[src/rtl/ecu_pkg.sv]
package ecu_pkg;

   localparam int WORD_W = 32;
   localparam int MAP_AW = 12;

   localparam logic [MAP_AW-1:0] OFS_HEADER   = 12'h300;
   localparam logic [MAP_AW-1:0] OFS_DETECT   = 12'h308;
   localparam logic [MAP_AW-1:0] OFS_ENABLE   = 12'h30C;
   localparam logic [MAP_AW-1:0] OFS_ADDR_CAP = 12'h314;
   localparam logic [MAP_AW-1:0] OFS_ID_CAP   = 12'h318;
   localparam logic [MAP_AW-1:0] OFS_INFO_CAP = 12'h31C;

   typedef enum logic [2:0] {
      SEL_NONE,
      SEL_HEADER,
      SEL_DETECT,
      SEL_ENABLE,
      SEL_ADDR_CAP,
      SEL_ID_CAP,
      SEL_INFO_CAP
   } reg_sel_e;

endpackage

[src/rtl/ecu_decode.sv]
module ecu_decode
   import ecu_pkg::*;
#(
   parameter int REG_AW = 12
) (
   input  logic [REG_AW-1:0] addr,
   output reg_sel_e          sel
);

   localparam int IDX_W = MAP_AW - 2;

   logic             upper_zero;
   logic [IDX_W-1:0] word_idx;
   logic             unused_byte_lanes;

   generate
      if (REG_AW > MAP_AW) begin : g_wide
         assign upper_zero = (addr[REG_AW-1:MAP_AW] == '0);
      end else begin : g_exact
         assign upper_zero = 1'b1;
      end
   endgenerate

   assign word_idx          = addr[MAP_AW-1:2];
   assign unused_byte_lanes = ^addr[1:0];

   always_comb begin
      sel = SEL_NONE;
      if (upper_zero) begin
         case (word_idx)
            OFS_HEADER[MAP_AW-1:2]:   sel = SEL_HEADER;
            OFS_DETECT[MAP_AW-1:2]:   sel = SEL_DETECT;
            OFS_ENABLE[MAP_AW-1:2]:   sel = SEL_ENABLE;
            OFS_ADDR_CAP[MAP_AW-1:2]: sel = SEL_ADDR_CAP;
            OFS_ID_CAP[MAP_AW-1:2]:   sel = SEL_ID_CAP;
            OFS_INFO_CAP[MAP_AW-1:2]: sel = SEL_INFO_CAP;
            default:                  sel = SEL_NONE;
         endcase
      end
   end

endmodule

[src/rtl/ecu_detect.sv]
module ecu_detect #(
   parameter int NUM_ERR = 8
) (
   input  logic               clk,
   input  logic               rst_n,
   input  logic [NUM_ERR-1:0] err_pulse,
   input  logic               det_wr,
   input  logic               en_wr,
   input  logic [NUM_ERR-1:0] wdata,
   output logic [NUM_ERR-1:0] detect,
   output logic [NUM_ERR-1:0] enable,
   output logic               hit,
   output logic               irq
);

   // one sticky flag per error class; a pulse outranks a software write
   generate
      for (genvar i = 0; i < NUM_ERR; i++) begin : g_flag
         always_ff @(posedge clk) begin
            if (!rst_n) begin
               detect[i] <= 1'b0;
            end else if (err_pulse[i]) begin
               detect[i] <= 1'b1;
            end else if (det_wr) begin
               detect[i] <= wdata[i];
            end
         end
      end
   endgenerate

   always_ff @(posedge clk) begin
      if (!rst_n) begin
         enable <= '0;
      end else if (en_wr) begin
         enable <= wdata;
      end
   end

   assign hit = |(err_pulse & enable);
   assign irq = |(detect & enable);

endmodule

[src/rtl/ecu_capture.sv]
module ecu_capture #(
   parameter int ADDR_W = 32,
   parameter int ID_W   = 16,
   parameter int INFO_W = 32
) (
   input  logic              clk,
   input  logic              rst_n,
   input  logic              take,
   input  logic              rearm,
   input  logic [ADDR_W-1:0] pkt_addr,
   input  logic [ID_W-1:0]   pkt_src_id,
   input  logic [ID_W-1:0]   pkt_dst_id,
   input  logic [INFO_W-1:0] pkt_info,
   output logic              locked,
   output logic [31:0]       cap_addr,
   output logic [31:0]       cap_id,
   output logic [31:0]       cap_info
);

   localparam int ID_PAD = 16 - ID_W;

   logic [31:0] addr_word;
   logic [31:0] id_word;
   logic [31:0] info_word;
   logic        load;
   logic        unused_addr_lo;

   assign unused_addr_lo = ^pkt_addr[2:0];

   // place the packet fields in register layout before storing
   generate
      if (ADDR_W == 32) begin : g_addr_full
         assign addr_word = {pkt_addr[31:3], 3'b000};
      end else begin : g_addr_ext
         assign addr_word = {{(32 - ADDR_W){1'b0}}, pkt_addr[ADDR_W-1:3], 3'b000};
      end

      if (ID_W == 16) begin : g_id_full
         assign id_word = {pkt_dst_id, pkt_src_id};
      end else begin : g_id_ext
         assign id_word = {{ID_PAD{1'b0}}, pkt_dst_id, {ID_PAD{1'b0}}, pkt_src_id};
      end

      if (INFO_W == 32) begin : g_info_full
         assign info_word = pkt_info;
      end else begin : g_info_ext
         assign info_word = {{(32 - INFO_W){1'b0}}, pkt_info};
      end
   endgenerate

   // a clearing write in the same cycle re-opens the window for this error
   assign load = take && (!locked || rearm);

   always_ff @(posedge clk) begin
      if (!rst_n) begin
         locked <= 1'b0;
      end else if (load) begin
         locked <= 1'b1;
      end else if (rearm) begin
         locked <= 1'b0;
      end
   end

   always_ff @(posedge clk) begin
      if (!rst_n) begin
         cap_addr <= '0;
         cap_id   <= '0;
         cap_info <= '0;
      end else if (load) begin
         cap_addr <= addr_word;
         cap_id   <= id_word;
         cap_info <= info_word;
      end
   end

endmodule

[src/rtl/ecu_unit.sv]
module ecu_unit
   import ecu_pkg::*;
#(
   parameter int          NUM_ERR   = 8,
   parameter int          ADDR_W    = 32,
   parameter int          ID_W      = 16,
   parameter int          INFO_W    = 32,
   parameter int          REG_AW    = 12,
   parameter logic [31:0] HDR_VALUE = 32'h0007_0001
) (
   input  logic               clk,
   input  logic               rst_n,
   input  logic [NUM_ERR-1:0] err_pulse,
   input  logic [ADDR_W-1:0]  pkt_addr,
   input  logic [ID_W-1:0]    pkt_src_id,
   input  logic [ID_W-1:0]    pkt_dst_id,
   input  logic [INFO_W-1:0]  pkt_info,
   input  logic [REG_AW-1:0]  reg_addr,
   input  logic               reg_wr,
   input  logic [31:0]        reg_wdata,
   output logic [31:0]        reg_rdata,
   output logic               maint_irq
);

   generate
      if (NUM_ERR < 1 || NUM_ERR > WORD_W) begin : g_bad_num_err
         $error("ecu_unit: NUM_ERR must lie in 1..32");
      end
      if (ADDR_W < 4 || ADDR_W > WORD_W) begin : g_bad_addr_w
         $error("ecu_unit: ADDR_W must lie in 4..32");
      end
      if (ID_W < 1 || ID_W > 16) begin : g_bad_id_w
         $error("ecu_unit: ID_W must lie in 1..16");
      end
      if (INFO_W < 1 || INFO_W > WORD_W) begin : g_bad_info_w
         $error("ecu_unit: INFO_W must lie in 1..32");
      end
      if (REG_AW < MAP_AW) begin : g_bad_reg_aw
         $error("ecu_unit: REG_AW must be at least 12");
      end
   endgenerate

   reg_sel_e           sel;
   logic               det_wr;
   logic               en_wr;
   logic               det_clear;
   logic [NUM_ERR-1:0] det_q;
   logic [NUM_ERR-1:0] en_q;
   logic               hit;
   logic               cap_locked;
   logic [31:0]        cap_addr_w;
   logic [31:0]        cap_id_w;
   logic [31:0]        cap_info_w;
   logic [31:0]        det_word;
   logic [31:0]        en_word;

   ecu_decode #(.REG_AW(REG_AW)) u_decode (
      .addr (reg_addr),
      .sel  (sel)
   );

   assign det_wr    = reg_wr && (sel == SEL_DETECT);
   assign en_wr     = reg_wr && (sel == SEL_ENABLE);
   assign det_clear = det_wr && (reg_wdata == '0);

   ecu_detect #(.NUM_ERR(NUM_ERR)) u_detect (
      .clk       (clk),
      .rst_n     (rst_n),
      .err_pulse (err_pulse),
      .det_wr    (det_wr),
      .en_wr     (en_wr),
      .wdata     (reg_wdata[NUM_ERR-1:0]),
      .detect    (det_q),
      .enable    (en_q),
      .hit       (hit),
      .irq       (maint_irq)
   );

   ecu_capture #(
      .ADDR_W (ADDR_W),
      .ID_W   (ID_W),
      .INFO_W (INFO_W)
   ) u_capture (
      .clk        (clk),
      .rst_n      (rst_n),
      .take       (hit),
      .rearm      (det_clear),
      .pkt_addr   (pkt_addr),
      .pkt_src_id (pkt_src_id),
      .pkt_dst_id (pkt_dst_id),
      .pkt_info   (pkt_info),
      .locked     (cap_locked),
      .cap_addr   (cap_addr_w),
      .cap_id     (cap_id_w),
      .cap_info   (cap_info_w)
   );

   generate
      if (NUM_ERR == WORD_W) begin : g_flags_full
         assign det_word = det_q;
         assign en_word  = en_q;
      end else begin : g_flags_ext
         assign det_word = {{(WORD_W - NUM_ERR){1'b0}}, det_q};
         assign en_word  = {{(WORD_W - NUM_ERR){1'b0}}, en_q};
      end
   endgenerate

   always_comb begin
      case (sel)
         SEL_HEADER:   reg_rdata = HDR_VALUE;
         SEL_DETECT:   reg_rdata = det_word;
         SEL_ENABLE:   reg_rdata = en_word;
         SEL_ADDR_CAP: reg_rdata = cap_addr_w;
         SEL_ID_CAP:   reg_rdata = cap_id_w;
         SEL_INFO_CAP: reg_rdata = cap_info_w;
         default:      reg_rdata = '0;
      endcase
   end

endmodule

[config.mk]
export PLATFORM = sky130hd
export DESIGN_NAME = ecu_unit
export DESIGN_NICKNAME = d
export VERILOG_FILES = /design/src/rtl/ecu_pkg.sv /design/src/rtl/ecu_decode.sv /design/src/rtl/ecu_detect.sv /design/src/rtl/ecu_capture.sv /design/src/rtl/ecu_unit.sv
export SDC_FILE = /design/constraint.sdc
export NUM_CORES = 1
export LEC_CHECK = 0
export BUFFER_PORTS_ARGS = -buffer_cell sky130_fd_sc_hd__buf_4
export CORE_AREA = 2 2 124 126
export DETAILED_ROUTE_END_ITERATION = 7
export DIE_AREA = 0 0 126 128
export GPL_ROUTABILITY_DRIVEN = 0
export GPL_TIMING_DRIVEN = 0
export SKIP_LAST_GASP = 1
export SYNTH_ARGS = -nofsm -noshare
export SYNTH_HDL_FRONTEND = slang
export SYNTH_SLANG_ARGS = --single-unit
[constraint.sdc]
create_clock -name clk -period 7.91 [get_ports clk]
set_clock_uncertainty 0.2 [all_clocks]
set_input_delay 1.582 -clock clk [delete_from_list [all_inputs] [get_ports clk]]
set_output_delay 1.582 -clock clk [all_outputs]
set_load 0.01 [all_outputs]
==> results.yml <==
clocking:
  tritoncts: "done"
  numCtsBuffers: 9
  clock_tree.root_cell: "clkbuf_16"
  clock_sinks: 110
  clock_insertion_delay_worst_skew_ns: 0.35
  postCtsResizedCells: 0
  clockBufferDepth: 2
  cts.repair_timing.setup_buffer_count: 0
  cts.reportedPaths.clkPinSlew_ns: 0.07
  cts.htree.levels: 3
  cts_hold_buffers: 0
global_routing:
  pin_count_of_the_biggest_net_entering_global_routing: 20
  grt_first_pass_wirelength_um: 25960
  grt.overflow.total: 0
  overall_global_routing_resource_usage: 0.2071
  via_count_of_the_first_global_routing_pass: 5076
  antenna_found_initial: 0
setup_path:
  critPathMaxFanout: 10
  critical_path.slowest_cell: "nor3b_2"
  worstSetupStartpointType: "primary input"
  timing.rr.start: "u_detect.enable[2]"
  critPathArrivalTime_ns: 4.10
  reg2reg_depth: 7
  worst_path_most_repeated_cell: "buf_4"
  worstPathCellList: "buf_4, nor4_4, nand2_1, nor3b_2, clkbuf_1, a222oi_1, inv_1, buf_4"
  critical_path_class: "in2out"
  worstReg2RegEnd: "u_capture.cap_addr[23]"
  required_ns: 6.13
  critPathMaxStageDelay_ns: 0.58
  reg2reg_setup_slack_ns: 6.01
  worstSetupEndpointType: "primary output"
synth:
  synthesis.nets: 753
  synth.top_cells.by_count: "nand2_1 (198), dfxtp_1 (110), mux2i_1 (98), clkbuf_1 (30)"
  postSynthCellCount: 602
  synth_most_common_cell: "nand2_1"
  synth_sequential_area_ratio: 0.4094
  post_synth.cell_area_avg_um2: 8.935
  post_synth_num_cell_types: 41
  yosys_warnings: 0
  synth_enable_flop_cells: 0
  synth_top_cell_by_area: "dfxtp_1"
  syn-cell-area_mm2: 0.005379
  ys_async_sr_fraction: 0
  netlist.area_leader.share: 0.4094
  synthFlopType: "dfxtp_1"
  ys_ff_latch: 110
  synth_top_cells_by_area: "dfxtp_1 (41%), mux2i_1 (18%), nand2_1 (14%)"
cells_and_area:
  antennaDiodeCount: 0
  postLayoutCoreUtil: 0.4866
  fill_cell_total_of_the_finished_layout: 1432
  multi_input_comb_area_mm2: 0.002755
  num-nets-final: 939
  seqCellArea_mm2: 0.002202
  post_route_cells_drive_above_1_share: 0.2825
  area_growth_pct: 34.47
drt:
  antenna_left: 0
  drt_pass1_iterations: 6
  drt_iter0_drc: 366
  detailroute.via_count: 5033
  drt_drc_violations_left: 0
  vias_per_cell: 5.130
  avgRoutedWirePerCell_um: 17.33
  postRouteWirelength_um: 17000
sta:
  timing_hold_violations_final: 0
  report.final.setup_viol: 0
  finalSetupTns_ns: 0
  period_share: 0.7432
  period_needed_ns: 5.879
  slew_at_the_pin_with_the_worst_max_slew_slack_ns: 0.6437
  timing.max_slew.rel_slack: 0.5709
  max_freq_mhz: 170.1
  rsz0062_at_grt: "no"
  timing_max_transition_violations_final: 0
place:
  hpwlAfterDp_um: 13140
  io_buffer_count: 175
floorplanning:
  fp-row-count: 45
  design.die.area_mm2: 0.01613
  core-area_mm2: 0.01486
  die-height_um: 128
  initial_utilization: 0.3619
  pin_count: 184
  die_x_um: 126
power:
  vdd_ir_drop_max_v: 0.0001117
  p_leak_nw: 2.978
  finalPower_w: 0.001145
  power_per_cell_area_mw_per_mm2: 158.3
worst_hold_path:
  min-delay-start: "u_capture.cap_info[9]"
  hold-path-cell-count: 2
  min_to: "u_capture.cap_info[9]"
  worst_hold_path_type: "reg2reg"
run:
  max_cap_violations: 0
outcome:
  outcome: "complete, no violations"
## logic make-up after synthesis
group / share of synthesized area
flip-flops: 0.4094
AO/OA/AOI/OAI: 0.1056
multiplexers: 0.2096
AND/OR/NAND/NOR: 0.1970
buffers and inverters: 0.07839
## critical path, delay by kind of cell
family                 cells  cell delay, ns
buffers and inverters      4            0.82
AO/OA/AOI/OAI              1            0.24
AND/OR/NAND/NOR            3            1.44
## worst max path at each step
stage | slack [ns] | cells past startpoint | to | from
floorplan | 2.96 | 6 | reg_rdata[28] | reg_addr[10]
global placement | 2.04 | 8 | reg_rdata[8] | reg_addr[10]
detailed placement | 2.01 | 8 | reg_rdata[8] | reg_addr[10]
CTS | 2.00 | 8 | reg_rdata[8] | reg_addr[10]
global route | 1.85 | 8 | reg_rdata[22] | reg_addr[10]
finish | 2.03 | 8 | reg_rdata[8] | reg_addr[10]
## report_power, final
part	switching [W]	internal, W
clock network	0.000219	0.000250
logic	0.0000534	0.0000623
registers	0.00000293	0.000556
total	0.000276	0.000869
## layout make-up
type,instances,area share
inverter,21,0.01090
sequential,110,0.3044
clock inverter,7,0.01107
buffer,48,0.04740
tap,188,0.03252
timing repair buffer,175,0.1816
multi-input combinational,423,0.3809
clock buffer,9,0.03114
## per-stage QoR
step,setup slack (ns),hold WS (ns),cells,cell area [um^2]
6_report,2.031,0.2581,981,7233
5_1_grt,1.847,0.2744,981,7233
4_1_cts,2.000,0.2594,981,7233
3_5_place_dp,2.006,0.2477,965,6928
3_3_place_gp,2.043,0.2428,965,6928
2_1_floorplan,2.962,0.2313,602,5379
## flip-flops by register name, summed over array words and instances, names as in the netlist
register and count:
u_capture.cap_addr 29, u_capture.cap_info 32, u_detect.detect 8, u_detect.enable 8, u_capture.cap_id 32, u_capture.locked 1
## cell usage in the layout, fill, tap and decap left out, drive strengths merged, types with 5 or more instances in the layout
| cell | synthesis | final |
|---|---|---|
| a21oi | 7 | 7 |
| o21a | 8 | 8 |
| nor2 | 10 | 10 |
| a22oi | 9 | 9 |
| a221o | 5 | 5 |
| nand3 | 11 | 11 |
| dfxtp | 110 | 110 |
| clkbuf | 30 | 39 |
| nor4 | 9 | 9 |
| mux2 | 9 | 9 |
| nand2 | 198 | 198 |
| a21boi | 9 | 9 |
| inv | 21 | 24 |
| mux2i | 98 | 98 |
| a222oi | 21 | 21 |
| buf | 18 | 193 |
## metal layers
metal	vias to the layer above	wire length, um	part of all wire	track usage
met5	-	0	0	0
met4	0	402	0.024	0.07951
met3	25	1203	0.071	0.04674
met2	196	8163	0.48	0.3507
met1	2348	7232	0.43	0.2577
li1	2464	-	-	-
Power figures use the tool's default switching activity.
